--- src/rtl/pio_pkg.sv ---
package pio_pkg;
  typedef enum logic [1:0] {
    SEL_A    = 2'd0,
    SEL_B    = 2'd1,
    SEL_C    = 2'd2,
    SEL_CTRL = 2'd3
  } pio_sel_e;

  typedef struct packed {
    logic [1:0] mode_a;
    logic       mode_b;
    logic       a_in;
    logic       cu_in;
    logic       b_in;
    logic       cl_in;
  } pio_cfg_t;

  localparam pio_cfg_t CFG_RESET = '{mode_a: 2'd0, mode_b: 1'b0,
                                     a_in: 1'b1, cu_in: 1'b1, b_in: 1'b1, cl_in: 1'b1};
endpackage

--- src/rtl/pio_ctrl.sv ---
module pio_ctrl
  import pio_pkg::*;
#(
  parameter int DW = 8,
  localparam int IW = $clog2(DW)
) (
  input  logic          clk_i,
  input  logic          rst_ni,
  input  logic          ctl_we_i,
  input  logic [DW-1:0] wdata_i,
  output pio_cfg_t      cfg_o,
  output logic          cfg_load_o,
  output logic          bit_we_o,
  output logic [IW-1:0] bit_idx_o,
  output logic          bit_val_o
);
  pio_cfg_t cfg_q;
  logic     is_setup;

  assign is_setup   = wdata_i[DW-1];
  assign cfg_load_o = ctl_we_i & is_setup;
  assign bit_we_o   = ctl_we_i & ~is_setup;
  assign bit_idx_o  = wdata_i[IW:1];
  assign bit_val_o  = wdata_i[0];

  always_ff @(posedge clk_i or negedge rst_ni) begin
    if (!rst_ni) begin
      cfg_q <= CFG_RESET;
    end else if (cfg_load_o) begin
      cfg_q.mode_a <= wdata_i[6] ? 2'd2 : {1'b0, wdata_i[5]};
      cfg_q.a_in   <= wdata_i[4];
      cfg_q.cu_in  <= wdata_i[3];
      cfg_q.mode_b <= wdata_i[2];
      cfg_q.b_in   <= wdata_i[1];
      cfg_q.cl_in  <= wdata_i[0];
    end
  end

  assign cfg_o = cfg_q;

  // mode 2 encoding for any word with bit 6 set
  assert_mode_two_R9: assert property (@(posedge clk_i) disable iff (!rst_ni)
    (cfg_load_o && wdata_i[6]) |=> (cfg_o.mode_a == 2'd2));

  // a bit word leaves the configuration alone
  assert_bit_word_keeps_cfg_R6: assert property (@(posedge clk_i) disable iff (!rst_ni)
    bit_we_o |=> $stable(cfg_o));

  // without a control write nothing moves
  assert_cfg_hold_R2: assert property (@(posedge clk_i) disable iff (!rst_ni)
    !ctl_we_i |=> $stable(cfg_o));
endmodule

--- src/rtl/pio_latch.sv ---
module pio_latch #(
  parameter int DW = 8,
  localparam int IW = $clog2(DW)
) (
  input  logic          clk_i,
  input  logic          rst_ni,
  input  logic          clr_i,
  input  logic          we_i,
  input  logic [DW-1:0] d_i,
  input  logic          bit_we_i,
  input  logic [IW-1:0] bit_idx_i,
  input  logic          bit_val_i,
  output logic [DW-1:0] q_o
);
  logic [DW-1:0] q;

  always_ff @(posedge clk_i or negedge rst_ni) begin
    if (!rst_ni)       q <= '0;
    else if (clr_i)    q <= '0;
    else if (we_i)     q <= d_i;
    else if (bit_we_i) q[bit_idx_i] <= bit_val_i;
  end

  assign q_o = q;

  assert_clear_on_setup_R5: assert property (@(posedge clk_i) disable iff (!rst_ni)
    clr_i |=> (q_o == '0));

  assert_single_bit_R6: assert property (@(posedge clk_i) disable iff (!rst_ni)
    (bit_we_i && !we_i && !clr_i) |=> ($countones(q_o ^ $past(q_o)) <= 1));

  assert_latch_hold_R10: assert property (@(posedge clk_i) disable iff (!rst_ni)
    (!clr_i && !we_i && !bit_we_i) |=> $stable(q_o));
endmodule

--- src/rtl/pio_regblk.sv ---
module pio_regblk
  import pio_pkg::*;
#(
  parameter int DW = 8,
  localparam int HW = DW / 2,
  localparam int IW = $clog2(DW),
  localparam int NP = 3
) (
  input  logic          clk_i,
  input  logic          rst_ni,
  input  logic          cs_ni,
  input  logic          rd_ni,
  input  logic          wr_ni,
  input  logic [1:0]    addr_i,
  input  logic [DW-1:0] wdata_i,
  output logic [DW-1:0] rdata_o,
  input  logic [DW-1:0] pa_i,
  output logic [DW-1:0] pa_o,
  output logic [DW-1:0] pa_oe_o,
  input  logic [DW-1:0] pb_i,
  output logic [DW-1:0] pb_o,
  output logic [DW-1:0] pb_oe_o,
  input  logic [DW-1:0] pc_i,
  output logic [DW-1:0] pc_o,
  output logic [DW-1:0] pc_oe_o,
  output logic [1:0]    mode_a_o,
  output logic          mode_b_o
);
  pio_cfg_t      cfg;
  logic          wr_act, rd_act;
  logic          cfg_load, bit_we, bit_val;
  logic [IW-1:0] bit_idx;
  logic [DW-1:0] lat_q [NP];
  pio_sel_e      sel;

  assign sel    = pio_sel_e'(addr_i);
  assign wr_act = ~cs_ni & ~wr_ni;
  assign rd_act = ~cs_ni & ~rd_ni;

  pio_ctrl #(.DW(DW)) i_ctrl (
    .clk_i      (clk_i),
    .rst_ni     (rst_ni),
    .ctl_we_i   (wr_act && sel == SEL_CTRL),
    .wdata_i    (wdata_i),
    .cfg_o      (cfg),
    .cfg_load_o (cfg_load),
    .bit_we_o   (bit_we),
    .bit_idx_o  (bit_idx),
    .bit_val_o  (bit_val)
  );

  for (genvar g = 0; g < NP; g++) begin : g_port
    pio_latch #(.DW(DW)) i_latch (
      .clk_i     (clk_i),
      .rst_ni    (rst_ni),
      .clr_i     (cfg_load),
      .we_i      (wr_act && addr_i == 2'(g)),
      .d_i       (wdata_i),
      .bit_we_i  ((g == int'(SEL_C)) ? bit_we : 1'b0),
      .bit_idx_i (bit_idx),
      .bit_val_i (bit_val),
      .q_o       (lat_q[g])
    );
  end

  assign pa_o    = lat_q[0];
  assign pb_o    = lat_q[1];
  assign pc_o    = lat_q[2];
  assign pa_oe_o = {DW{~cfg.a_in}};
  assign pb_oe_o = {DW{~cfg.b_in}};
  assign pc_oe_o = {{HW{~cfg.cu_in}}, {HW{~cfg.cl_in}}};
  assign mode_a_o = cfg.mode_a;
  assign mode_b_o = cfg.mode_b;

  always_comb begin
    rdata_o = '0;
    if (rd_act) begin
      unique case (sel)
        SEL_A:    rdata_o = cfg.a_in ? pa_i : lat_q[0];
        SEL_B:    rdata_o = cfg.b_in ? pb_i : lat_q[1];
        SEL_C:    rdata_o = {cfg.cu_in ? pc_i[DW-1:HW] : lat_q[2][DW-1:HW],
                             cfg.cl_in ? pc_i[HW-1:0]  : lat_q[2][HW-1:0]};
        SEL_CTRL: rdata_o = '1;
      endcase
    end
  end

  assert_ctrl_reads_ones_R8: assert property (@(posedge clk_i) disable iff (!rst_ni)
    (rd_act && addr_i == 2'd3) |-> (rdata_o == '1));

  assert_idle_bus_zero_R8: assert property (@(posedge clk_i) disable iff (!rst_ni)
    !rd_act |-> (rdata_o == '0));

  assert_deselected_hold_R2: assert property (@(posedge clk_i) disable iff (!rst_ni)
    cs_ni |=> ($stable(pa_o) && $stable(pb_o) && $stable(pc_o) && $stable(pc_oe_o)));

  assert_setup_clears_R5: assert property (@(posedge clk_i) disable iff (!rst_ni)
    (wr_act && addr_i == 2'd3 && wdata_i[DW-1]) |=> (pa_o == '0 && pb_o == '0 && pc_o == '0));
endmodule

--- config.mk ---
export PLATFORM = sky130hd
export DESIGN_NAME = pio_regblk
export DESIGN_NICKNAME = d
export VERILOG_FILES = /design/src/rtl/pio_pkg.sv /design/src/rtl/pio_ctrl.sv /design/src/rtl/pio_latch.sv /design/src/rtl/pio_regblk.sv
export SDC_FILE = /design/constraint.sdc
export NUM_CORES = 1
export LEC_CHECK = 0
export BUFFER_PORTS_ARGS = -buffer_cell sky130_fd_sc_hd__buf_2
export CAP_MARGIN = 20
export CORE_ASPECT_RATIO = 1.2
export CORE_UTILIZATION = 42
export CTS_BUF_LIST = sky130_fd_sc_hd__clkbuf_8 sky130_fd_sc_hd__clkbuf_16
export CTS_CLUSTER_DIAMETER = 100
export CTS_CLUSTER_SIZE = 10
export DETAILED_ROUTE_END_ITERATION = 7
export PLACE_DENSITY = 0.72
export SLEW_MARGIN = 30
export SYNTH_ARGS = -nofsm -noshare
export SYNTH_HDL_FRONTEND = slang
export SYNTH_SLANG_ARGS = --single-unit
--- constraint.sdc ---
create_clock -name clk_i -period 1.96 [get_ports clk_i]
set_input_delay 0.098 -clock clk_i [delete_from_list [all_inputs] [get_ports clk_i]]
set_output_delay 0.098 -clock clk_i [all_outputs]
set_load 0.01 [all_outputs]
* Yosys cells after proc, flatten, opt, wreduce, memory -nomap -nowiden
Index checks and enable logic that the tools add are counted.
Word-level totals: bits in registers 31, input bits 39, output and inout port bits 59, logic and storage cells 52
Operators by class: order comparisons 2, eq/ne operators 3, muxes and demuxes 17, bitwise logic cells 12, reductions and logical operators 9
Operator list (count):
- $mux W8 | 10
- $pmux W8 S4 | 1
- $bwmux W8 | 1
- $mux W4 | 2
- $not A1 Y1 | 8
- $logic_and A1 B1 Y1 | 5
- $and A1 B1 Y1 | 4
- $eq A2 B2 Y1 const B | 2
- $lt A3 B4 Y1 const B | 1
- $reduce_bool A2 Y1 | 2
- $demux W1 S3 | 1
- $ge A3 B1 Y1 const B | 1
- $reduce_bool A3 Y1 | 1
- $eq A2 B1 Y1 const B | 1
- $logic_not A2 Y1 | 1
- $mux W2 | 1
- $mux W1 | 1

* Longest topological paths before layout
depth after elaboration 8, depth in mapped cells 6, depth with buffers taken out 3

* Hierarchy
A second synthesis with hierarchy kept.
Second synthesis, totals: cells, all modules 265, area, all modules 2464.9 um^2
Modules (own cells, without submodules):
- pio_latch | instances 3, cells each 51, area each 496.7 um^2, seq. area each 200.2 um^2
- pio_regblk | instances 1, cells each 90, area each 660.6 um^2, seq. area each 0.0 um^2
- pio_ctrl | instances 1, cells each 22, area each 314.1 um^2, seq. area each 180.2 um^2

* Worst setup path after synthesis
Ideal clock, no wire load.
path type flip-flop to output port, start point register i_ctrl.cfg_q (netlist bit i_ctrl.cfg_o[1]), end point output rdata_o[6], arrival 1.377 ns, data required time 1.862 ns, slack 0.485 ns, cell stages (with the launch flop) 5, path buffers 1, path through dfstp_2 clkbuf_1 mux2_2 o21ai_0 a21oi_1
Between the ends: cells in the longest elaborated chain, start to end 3
RTL lines:
- start: declaration | line pio_ctrl.sv:17 | pio_cfg_t cfg_q;
- $mux W8 | line pio_regblk.sv:80 | SEL_B: rdata_o = cfg.b_in ? pb_i : lat_q[1];
- $pmux W8 S4 | line pio_regblk.sv:78 | unique case (sel)
- $mux W8 | line pio_regblk.sv:77 | if (rd_act) begin
- end: declaration | line pio_regblk.sv:16 | output logic [DW-1:0] rdata_o,
No other way between the ends.

* Worst setup path after layout
start point register i_ctrl.cfg_q (netlist bit i_ctrl.cfg_o[3]), end point output rdata_o[7]
Between the ends: cells in the longest elaborated chain, start to end 3
RTL lines:
- $mux W8 | line pio_regblk.sv:79 | SEL_A: rdata_o = cfg.a_in ? pa_i : lat_q[0];
- $pmux W8 S4 | line pio_regblk.sv:78
- $mux W8 | line pio_regblk.sv:77
No other way between the ends.

==> impl_metrics.tcl <==
set metrics [dict create \
    grtUsageTotal_pct 22.98 \
    synthMostInstantiatedCell "dfrtp_1" \
    rr_startpoint "i_ctrl.cfg_o[1]$_DFFE_PN1P_" \
    p_per_area_nw_per_um2 907.7 \
    drv_slew 0 \
    met1_usage_pct 28.23 \
    ios 98 \
    synthesis.nets 267 \
    tightest_slew_ns 0.6953 \
    syn-cell-area_um2 2223 \
    cp.required_ns 1.86 \
    syn_to_final_growth_pct 20.54 \
    drt-initial-drc-count 149 \
    p_sw_share_pct 33.97 \
    drt_first_pass_iters 6 \
    cap_violations 0 \
    synth_area_leaders "dfrtp_1 (30%), mux2i_1 (12%), mux2_2 (10%)" \
    power_switching_mw 0.8264 \
    final-hold-violation-count 0 \
    met3_usage_pct 4.306 \
    synth_top_area_share_pct 30.39 \
    start_kind "register" \
    clockBufferDepth 2 \
    worstSetupPathType "reg -> out" \
    htreeDepth 2 \
    status "finished clean" \
    hold_slack_ns 0.08133 \
    post_cts_buffers 0 \
    crit_start "i_ctrl.cfg_o[3]$_DFFE_PN1P_" \
    worstSkewPairLatency_ns 0.29 \
    io_buffer_count 97 \
    synth_cell_type_count 42 \
    clkSlewWorstSetupHoldPaths_ns 0.07 \
    grt_max_degree 32 \
    cts_root_buf "clkbuf_8" \
    drcViolationCount 0 \
    top_usage_layer "met2" \
    antenna_found_initial 0 \
    crit_arrival_ns 1.75 \
    slew_headroom_pct 53.65 \
    die_x_um 68.42 \
    r2r_slack_ns 0.93 \
    nets 335 \
    combPwrFrac_pct 34.7 \
    initial_utilization_pct 44.38 \
    syn_avg_cell_area_um2 9.752 \
    yosys_register_bits 31 \
    core_area_um2 5010 \
    wirelength_um 5822 \
    p_leak_nw 1.299 \
    cts_made_buffers 5 \
    row_count 28 \
    n_fill_cell 479 \
    cts_sinks 31 \
    cp_max_fo 10 \
    hpwl_um 4332 \
    max_freq_mhz 540.1 \
    fin_crit_sh_pct 94.46 \
    die-area_um2 5590 \
    use_met2_pct 38.04 \
    vias 1963 \
    reg2reg_to "i_ctrl.cfg_o[1]$_DFFE_PN1P_" \
    ant_nets 0 \
    n_antenna_cell 0 \
    syn_inst 228 \
    rsz0062_at_grt "false" \
    final-setup-viol-count 0 \
    post_drt_wl_per_cell_um 16.31 \
    hold_path.class "in -> reg" \
    seq_area_frac_synth_pct 35.12 \
    synth_common_cells "dfrtp_1 (27), mux2i_1 (26), buf_4 (23)" \
    yosysWarnings 0 \
    synth_top_flop_cell "dfrtp_1" \
    worst_clock_skew_ns 0 \
    grt_pass1_vias 1834 \
    ir_drop_mv 0.4513 \
    period_needed_ns 1.851 \
    synth_async_sr_flop_share_pct 100.0 \
    cts_tree "yes" \
    r2r_cells 2 \
    grt_overflow_total 0 \
    p_int_mw 1.606 \
    hold_path_startpoint "wdata_i[6]" \
    grt_first_pass_wirelength_um 9087 \
    via_per_inst 5.499 \
    p_seq_share_pct 38.2 \
    drive_gt1_share_pct 49.16 \
    p_clk_share_pct 27.1 \
    gp_congestion 0.8424 \
    crit_end "rdata_o[7]" \
    crit_path_end_kind "primary output" \
    die_h_um 81.70 \
    synth_area_leader_cell "dfrtp_1" \
    timing.setup.tns_ns 0 \
    synth_edf_count 0 \
]
[area by class of cell]
class | count | area, um2 | share of cell area, %
Multi-Input combinational cell | 149 | 1146 | 42.76
Sequential cell | 31 | 780.7 | 29.13
Timing Repair Buffer | 101 | 530.5 | 19.79
Clock buffer | 6 | 82.58 | 3.081
Tap cell | 60 | 75.07 | 2.801
Clock inverter | 2 | 35.03 | 1.307
Inverter | 8 | 30.03 | 1.120
[timing repair]
action	4_1_cts	5_1_grt
endpoints found under the hold margin	27	0
hold buffers	1	0
resized for setup	0	0
[registers in the layout, summed over array words and instances, names as in the netlist]
signal	flops
g_port.i_latch.q_o	24
i_ctrl.cfg_o	7
[how the worst min path moves through the flow]
| stage | end | slack [ns] | cells after the start |
|---|---|---|---|
| finish | g_port[1].i_latch.q_o[6]$_DFFE_PN0P_ | 0.08 | 3 |
| global route | g_port[1].i_latch.q_o[4]$_DFFE_PN0P_ | 0.08 | 3 |
| CTS | g_port[1].i_latch.q_o[6]$_DFFE_PN0P_ | 0.08 | 3 |
| detailed placement | g_port[2].i_latch.q_o[5]$_DFFE_PN0P_ | 0.19 | 1 |
| global placement | g_port[2].i_latch.q_o[5]$_DFFE_PN0P_ | 0.18 | 1 |
| floorplan | g_port[0].i_latch.q_o[0]$_DFFE_PN0P_ | -0.20 | 0 |
[cells in the final DEF, fill, tap and decap left out, types with 2 or more instances in the layout]
cell | Yosys | routed
inv_1 | 7 | 7
nand2_1 | 18 | 18
nand3b_1 | 2 | 2
mux2i_1 | 26 | 26
a2bb2oi_1 | 2 | 2
a21oi_1 | 22 | 22
o41ai_1 | 2 | 2
buf_2 | 6 | 97
nor2_1 | 3 | 3
nor3b_1 | 2 | 2
nor4b_1 | 2 | 2
nor2_2 | 7 | 7
nor2b_1 | 4 | 4
dfrtp_1 | 27 | 27
mux2_2 | 20 | 20
clkbuf_8 | 0 | 6
buf_4 | 23 | 2
nand2b_1 | 3 | 3
a32o_1 | 2 | 2
a31o_2 | 2 | 2
dfstp_2 | 4 | 4
nor4_4 | 2 | 2
o21ai_0 | 13 | 13
[through the flow]
stage          area, um2  std cells  setup WS, ns  util, %  power (mW)
2_1_floorplan       2223        228        0.4853        -       1.563
3_3_place_gp        2552        348        0.4317    50.95       1.777
3_5_place_dp        2552        348        0.3829    50.95       1.791
4_1_cts             2680        357        0.1135    53.50       2.449
5_1_grt             2680        357      0.002704    53.50       2.610
6_report            2680        357        0.1085    53.50       2.433
[worst max-delay path, stage by stage, from the launching register on]
cell	delay, ns
dfstp_2	0.73
mux2i_1	0.13
mux2_2	0.28
a21oi_1	0.16
buf_2	0.15
[power groups by stage]
| stage | Clock (mW) | Sequential (mW) | Combinational (mW) |
|---|---|---|---|
| after global routing | 0.713 | 0.948 | 0.949 |
| after CTS | 0.666 | 0.929 | 0.853 |
| after global placement | 0 | 0.937 | 0.839 |
| after detailed placement | 0 | 0.941 | 0.850 |
| final | 0.660 | 0.929 | 0.843 |
| after floorplan | 0 | 0.906 | 0.657 |
[routing by layer]
| layer | routed length, um | vias up |
|---|---|---|
| met2 | 2904 | 99 |
| met1 | 2422 | 924 |
| met3 | 379 | 9 |
| met4 | 115 | 0 |
| li1 | - | 931 |
| met5 | 0 | - |
[kinds of logic after synthesis]
| family | Yosys count | synth area share (%) |
|---|---|---|
| buf+inv | 48 | 13.34 |
| compound gates | 51 | 14.07 |
| flops | 31 | 35.12 |
| simple gates | 51 | 15.14 |
| mux | 47 | 22.34 |
No activity file was read; power rests on OpenSTA's default activity.
